### config.mk
export PLATFORM = sky130hd
export DESIGN_NAME = xmem_bus_ctrl
export DESIGN_NICKNAME = d
export VERILOG_FILES = /design/src/rtl/xmem_bus_ctrl.sv
export SDC_FILE = /design/constraint.sdc
export NUM_CORES = 1
export LEC_CHECK = 0
export CAP_MARGIN = 10
export CELL_PAD_IN_SITES_DETAIL_PLACEMENT = 1
export CELL_PAD_IN_SITES_GLOBAL_PLACEMENT = 1
export CORE_AREA = 5 5 74 103
export DETAILED_ROUTE_END_ITERATION = 6
export DIE_AREA = 0 0 79 108
export DONT_BUFFER_PORTS = 1
export GPL_TIMING_DRIVEN = 0
export PLACE_DENSITY = 0.83
export SLEW_MARGIN = 25
export SYNTH_ARGS = -nofsm -noshare
export SYNTH_HDL_FRONTEND = slang
export SYNTH_SLANG_ARGS = --single-unit
### constraint.sdc
create_clock -name clk -period 2 [get_ports clk]
set_input_delay 0.4 -clock clk [delete_from_list [all_inputs] [get_ports clk]]
set_output_delay 0.4 -clock clk [all_outputs]
set_load 0.02 [all_outputs]
### src/rtl/xmem_bus_ctrl.sv
module xmem_bus_ctrl #(
  parameter int ADDR_W = 16,
  parameter int DATA_W = 8,
  parameter int WS_W   = 2,
  parameter logic [ADDR_W-1:0] INT_TOP = 16'h025F
) (
  input  logic              clk,
  input  logic              rst_n,
  input  logic              cfg_en,
  input  logic [WS_W-1:0]   cfg_wait,
  input  logic              cfg_keeper,
  input  logic              req_rd,
  input  logic              req_wr,
  input  logic [ADDR_W-1:0] req_addr,
  input  logic [DATA_W-1:0] req_wdata,
  output logic [DATA_W-1:0] rsp_rdata,
  output logic              rsp_done,
  output logic              rsp_err,
  output logic              busy,
  output logic              ad_oe,
  output logic [DATA_W-1:0] ad_out,
  input  logic [DATA_W-1:0] ad_in,
  output logic [ADDR_W-DATA_W-1:0] a_hi,
  output logic              ale,
  output logic              rd_n,
  output logic              wr_n,
  output logic              ad_keep,
  output logic              ad_float
);
  typedef enum logic [2:0] {S_IDLE, S_ALE, S_HOLD, S_STRB, S_REC} st_e;

  st_e               st;
  logic [ADDR_W-1:0] addr_q;
  logic [DATA_W-1:0] wdata_q, rdata_q, bus_last;
  logic [WS_W-1:0]   wait_q, cnt;
  logic              wr_q, done_q, err_q, float_q;

  wire ext_hit = req_addr > INT_TOP;
  wire addr_ph = (st == S_ALE) || (st == S_HOLD);
  wire data_ph = wr_q && ((st == S_STRB) || (st == S_REC));

  assign ale       = st == S_ALE;
  assign ad_oe     = addr_ph || data_ph;
  assign ad_out    = addr_ph ? addr_q[DATA_W-1:0] : (data_ph ? wdata_q : bus_last);
  assign a_hi      = addr_q[ADDR_W-1:DATA_W];
  assign rd_n      = !((st == S_STRB) && !wr_q);
  assign wr_n      = !((st == S_STRB) && wr_q);
  assign busy      = st != S_IDLE;
  assign rsp_done  = done_q;
  assign rsp_err   = err_q;
  assign rsp_rdata = rdata_q;
  assign ad_keep   = cfg_keeper && !ad_oe;
  assign ad_float  = float_q && !cfg_keeper;

  always_ff @(posedge clk or negedge rst_n) begin
    if (!rst_n) begin
      st <= S_IDLE;
      addr_q <= '0;
      wdata_q <= '0;
      rdata_q <= '0;
      bus_last <= '0;
      wait_q <= '0;
      cnt <= '0;
      wr_q <= 1'b0;
      done_q <= 1'b0;
      err_q <= 1'b0;
      float_q <= 1'b0;
    end else begin
      done_q <= 1'b0;
      err_q  <= 1'b0;
      if (ad_oe) bus_last <= ad_out;
      case (st)
        S_IDLE:
          if (req_rd || req_wr) begin
            float_q <= 1'b0;
            if (ext_hit) begin
              if (cfg_en) begin
                st      <= S_ALE;
                addr_q  <= req_addr;
                wdata_q <= req_wdata;
                wr_q    <= req_wr && !req_rd;
                wait_q  <= cfg_wait;
              end else begin
                done_q <= 1'b1;
                err_q  <= 1'b1;
              end
            end
          end
        S_ALE:  st <= S_HOLD;
        S_HOLD: begin
          st  <= S_STRB;
          cnt <= wait_q;
        end
        S_STRB:
          if (cnt != '0) cnt <= cnt - 1'b1;
          else if (wr_q) st <= S_REC;
          else begin
            st       <= S_IDLE;
            done_q   <= 1'b1;
            rdata_q  <= ad_in;
            bus_last <= ad_in;
            float_q  <= 1'b1;
          end
        S_REC: begin
          st     <= S_IDLE;
          done_q <= 1'b1;
        end
        default: st <= S_IDLE;
      endcase
    end
  end

  logic [WS_W:0] slen;
  always_ff @(posedge clk or negedge rst_n)
    if (!rst_n) slen <= '0;
    else if (!rd_n || !wr_n) slen <= slen + 1'b1;
    else slen <= '0;

  p_ale_hold_r3: assert property (@(posedge clk) disable iff (!rst_n)
    $fell(ale) |-> ad_oe && $stable(ad_out));
  p_strobe_len_r4: assert property (@(posedge clk) disable iff (!rst_n)
    ($rose(rd_n) || $rose(wr_n)) |-> slen == ({1'b0, wait_q} + 1'b1));
  p_rd_release_r5: assert property (@(posedge clk) disable iff (!rst_n)
    !rd_n |-> !ad_oe);
  p_wr_tail_r6: assert property (@(posedge clk) disable iff (!rst_n)
    $rose(wr_n) |-> ad_oe && $stable(ad_out));
  p_done_idle_r7: assert property (@(posedge clk) disable iff (!rst_n)
    rsp_done |-> !busy);
  p_err_done_r10: assert property (@(posedge clk) disable iff (!rst_n)
    rsp_err |-> rsp_done);
  p_keep_free_r11: assert property (@(posedge clk) disable iff (!rst_n)
    ad_keep |-> !ad_oe);
endmodule

======== Word-level counts from Yosys, hierarchy flattened ========
Cells that the tools add are included.
W data, S select, Z words.
word-level totals
  register bits after elaboration ......... 51
  bits of input ports ..................... 40
  output and inout bits ................... 33
  word-level logic and storage cells ...... 76
operators by class
  $add $sub $neg .......................... 1
  $lt $le $gt $ge ......................... 1
  equality and inequality tests ........... 10
  multiplexer cells ....................... 25
  bitwise operators ....................... 2
  reduce and logical (&&, ||, !) cells .... 26
operator list
  cell                    count
  $mux W8                 6
  $gt A16 B10 Y1 const B  1
  $mux W3                 5
  $pmux W3 S4             1
  $reduce_and A4 Y1       3
  $ne A2 B2 Y1 const B    5
  $mux W1                 9
  $eq A3 B2 Y1 const B    2
  $logic_and A1 B1 Y1     6
  $logic_not A1 Y1        6
  $reduce_bool A2 Y1      3
  $logic_or A1 B1 Y1      4
  $pmux W2 S2             1
  $eq A3 B1 Y1 const B    1
  $eq A3 B3 Y1 const B    1
  $logic_not A3 Y1        1
  $pmux W1 S3             1
  $reduce_and A3 Y1       1
  $reduce_bool A3 Y1      1
  $mux W2                 1
  $ne A2 B1 Y1 const B    1
  $not A1 Y1              2
  $pmux W1 S2             1
  $reduce_and A2 Y1       1
  $sub A2 B1 Y2 const B   1

======== Longest topological paths before layout ========
Gate-level depths: netlist of run 1.
  depth in word-level cells ............... 9
  depth in mapped cells ................... 7
  gate-level depth less buffers ........... 6

======== Worst setup path after synthesis of run 1 ========
No wires, ideal clock.
  kind .................................... input port to flip-flop
  from .................................... input req_addr[14]
  to ...................................... register addr_q[0]
  library setup time ...................... 0.125 ns
  data arrival time ....................... 2.017 ns
  data required time ...................... 1.875 ns
  path slack .............................. -0.142 ns
  stages .................................. 5
  path buffers ............................ 1
  cell sequence ........................... or4_1 -> a2111o_1 -> nand4b_4 -> buf_12 -> mux2_4
on the way
  longest elaborated chain between the ends .. 2
ends and longest elaborated chain
  what                         RTL line  text
  start: declaration           14        input logic [ADDR_W-1:0] req_addr,
  $gt A16 B10 Y1               38        wire ext_hit = req_addr > INT_TOP;
  $reduce_and A4 Y1 (no line)  -
  end signal: assignment       79        addr_q <= req_addr;
  end: declaration             33        logic [ADDR_W-1:0] addr_q;
No other way between the ends.
A chain may end at the register's enable or synchronous reset.

======== Worst setup path after layout of run 1 ========
  from .................................... register st[2]
  to ...................................... output ad_out[6]
on the way
  longest elaborated chain between the ends .. 5
  elaborated cells on any way between the ends .. 9
  classes of those cells .................. 4 x eq/ne; 2 x mux; 3 x reduce/logical
ends and longest elaborated chain
  what                                          RTL line  text
  start: declaration                            32        st_e st;
  start signal: assignment                      57        st <= S_IDLE;
  start signal: assignment                      78        st <= S_ALE;
  start signal: assignment                      89        S_ALE: st <= S_HOLD;
  $eq A3 B2 Y1 or $eq A3 B3 Y1 (tied branches)  40        wire data_ph = wr_q && ((st == S_STRB) || (st == S_REC));
  $logic_or A1 B1 Y1                            40
  $logic_and A1 B1 Y1                           40
  $mux W8                                       44        assign ad_out = addr_ph ? addr_q[DATA_W-1:0] : (data_ph ? wdata_q : bus_last);
  $mux W8 (*)                                   44
  end: declaration                              21        output logic [DATA_W-1:0] ad_out,
Every way passes the cells marked *; elsewhere a longest branch is shown, timed or not.

==> results.yml, run 1 <==
status:
  outcome: "finished with violations"
  violations: "negative setup slack"
yosys:
  yosysUniqueCellTypes: 40
  syn-cell-area_mm2: 0.00276
  synth_edf_count: 0
  synth_warnings: 0
  synth_top_area_cell: "dfrtp_1"
  ys_async_sr_fraction_pct: 100
  syn_area_per_cell_um2: 10.5
  synth.most_common_cell: "dfrtp_1"
  syn-num-nets: 303
  yosys-top-cells-area: "dfrtp_1 (46%), mux2_4 (11%), a22oi_1 (4.1%)"
  synth_seq_cells: 51
  synth_commonest_cells: "dfrtp_1 (51), mux2_4 (20), nand2_1 (19), o21ai_0 (19)"
  synth_top_area_share_pct: 46.3
  ys.flop_type: "dfrtp_1"
  syn_inst: 262
  ys_seq_area_share_pct: 46.3
power_and_ir_drop:
  p_int_w: 0.00380
  p_clk_share_pct: 9.2
  seqPwrFrac_pct: 31.0
  power_w: 0.00714
  p_comb_share_pct: 59.8
  p_switching_w: 0.00333
  ir_drop_mv: 1.03
  p_sw_share_pct: 46.7
  p_per_area_mw_per_mm2: 1990
  leakage_nw: 1.62
die:
  rows: 35
  io_pins: 73
  fp.dieArea_mm2: 0.00853
  coreArea_mm2: 0.00653
  initial_utilization_pct: 42.3
  die_h_um: 108
  die_x_um: 79
setup_path:
  crit_fanout: 12
  cp-start-kind: "register"
  cp.arrival_ns: 1.83
  crit_type: "reg2out"
  required_ns: 1.60
  crit_path_end_kind: "primary output"
global_route:
  antenna_found_initial: 0
  grt_pass1_vias: 2659
  grtUsageTotal_pct: 22.3
  grt_pass1_wl_um: 14400
  grt_max_degree: 52
  overflow: 0
placement:
  gp_congestion: 0.879
  dp.cells: 336
  dpl.hpwl_um: 5810
  portBuffers: 0
  preCtsSetupSlack_ns: -0.414
clock_tree:
  cts_sinks: 51
  clkTransAtPathRegs_ns: 0.09
  worstSkewPairLatency_ns: 0.32
  clockRootBuffer: "clkbuf_8"
  cts_buffers: 5
  cts_tree: "yes"
  cts_buffer_depth: 2
  htreeDepth: 2
timing:
  period_needed_ns: 2.23
  fmax_mhz: 448
  setup_viol: 11
  tightest_slew_ns: 0.583
  post-route-period-util_pct: 111
  fin_ws_ns: -0.230
  rsz0062_at_grt: "yes"
  max-slew-margin-rel_pct: 61.1
  clock_skew_ns: 0.0103
  finalHoldViolCount: 0
  slew_violations: 0
routing:
  drtIter0Drc: 173
  wl_um: 9900
  viasPerCell: 6.39
  first_pass_iters: 4
  wl_per_cell_um: 26.6
  dr_total_vias: 2376
  drtAntennaViolNets: 0
  drc: 0
finish:
  fill_cells: 667
  num_antenna_cells: 0
  regArea_mm2: 0.00128
  fin_util_pct: 55.0
  num-nets-final: 338
  area_growth_syn_to_layout_pct: 30.2
  multi_input_area_mm2: 0.00157
  layout-drive-gt1-share_pct: 40.3
  stdcell_count: 372
flow_run:
  cap_violations: 0
min_path:
  hp-class: "in2reg"
## flip-flops by register name (all words and copies together) (netlist names)
signal,cells
bus_last,8
rsp_done,1
cnt,2
wdata_q,8
wait_q,2
rsp_err,1
st,3
rsp_rdata,8
float_q,1
wr_q,1
addr_q,16
## placed cells by master, fill, tap and decap left out, drive strengths merged, types with 3 or more instances in the layout
cell type | netlist | layout
nor2 | 8 | 8
nor3 | 11 | 11
nand2b | 5 | 5
nand3b | 3 | 3
mux2 | 27 | 27
dfrtp | 51 | 51
nand2 | 19 | 19
a22oi | 15 | 15
and3 | 3 | 3
o22ai | 7 | 7
clkbuf | 11 | 14
nor2b | 12 | 12
inv | 13 | 13
buf | 12 | 40
o31ai | 7 | 7
o21ai | 19 | 19
o221a | 1 | 3
a21oi | 15 | 15
## power by group through the flow
| stage | registers (W) | clock network, W | logic [W] |
|---|---|---|---|
| final | 0.00221 | 0.000653 | 0.00427 |
| after global routing | 0.00227 | 0.000704 | 0.00452 |
| after CTS | 0.00217 | 0.000653 | 0.00380 |
| after detailed placement | 0.00213 | 0 | 0.00299 |
| after global placement | 0.00210 | 0 | 0.00288 |
| after floorplan | 0.00194 | 0 | 0.00245 |
## cell type report
cell class                 count  share of cell area (%)
buffer                        20                    5.19
multi-input combinational    177                    43.7
clock inverter                 2                   0.453
timing repair buffer          29                    8.71
sequential                    51                    35.6
inverter                      13                    1.50
clock buffer                   6                    2.30
tap                           74                    2.58
## cells by family (layout without fill, tap and decap cells)
group	Yosys count	in the layout	synth area share, %
buf+inv	36	70	7.17
flops	51	51	46.3
xor+xnor	2	2	0.635
compound gates	74	76	17.5
simple gates	71	71	14.2
fa+ha+maj	1	1	0.454
mux	27	27	13.7
## through the flow
stage,instance area [um2],TNS (ns),hold slack (ns)
global route,3590,-2.35,0.150
global placement,2890,-9.34,0.106
CTS,3430,-3.24,0.151
finish,3590,-1.79,0.149
detailed placement,2890,-10.69,0.106
floorplan,2790,-0.978,0.104
## routing by layer
layer,vias to the layer above,global-route usage (%),routed length (um)
met5,-,0,0
met4,0,11.2,563
met3,41,5.33,618
met2,125,41.0,5420
met1,1193,23.2,3290
li1,1017,-,-
## path summary, 6_finish.rpt
| check | startpoint | endpoint | slack [ns] | cells past startpoint |
|---|---|---|---|---|
| max in group asynchronous | rst_n | wr_q | 1.14 | 2 |
| hold / removal | cfg_en | rsp_err | 0.15 | 1 |
| setup / recovery | st[2] | ad_out[6] | -0.23 | 3 |
| hold reg to reg | cnt[1] | cnt[1] | 0.50 | 1 |
| setup reg to reg | st[0] | addr_q[3] | 0.11 | 5 |
| min in group asynchronous | rst_n | addr_q[14] | 0.61 | 2 |
## critical path: stages, from the launching register on
cell	delay, ns
dfrtp_1	0.50
clkbuf_8	0.23
o221a_4	0.34
a221o_2	0.45
## timing repair
item                                    CTS  global route
endpoints found under the setup margin   51            47
gates resized for setup                  55            15
setup buffers                            17            11
gates cloned                              2             0
hold endpoints to repair                 51             0
pin swaps                                16             6
hold buffers                              2             0
No activity file was read; power rests on OpenSTA's default activity.
==> inputs of run 2 (changes only) <==
- CTS_CLUSTER_DIAMETER: default -> 40
==> results of run 2 <==
No change in the layout: final DEF, timing and power equal those of run 1.
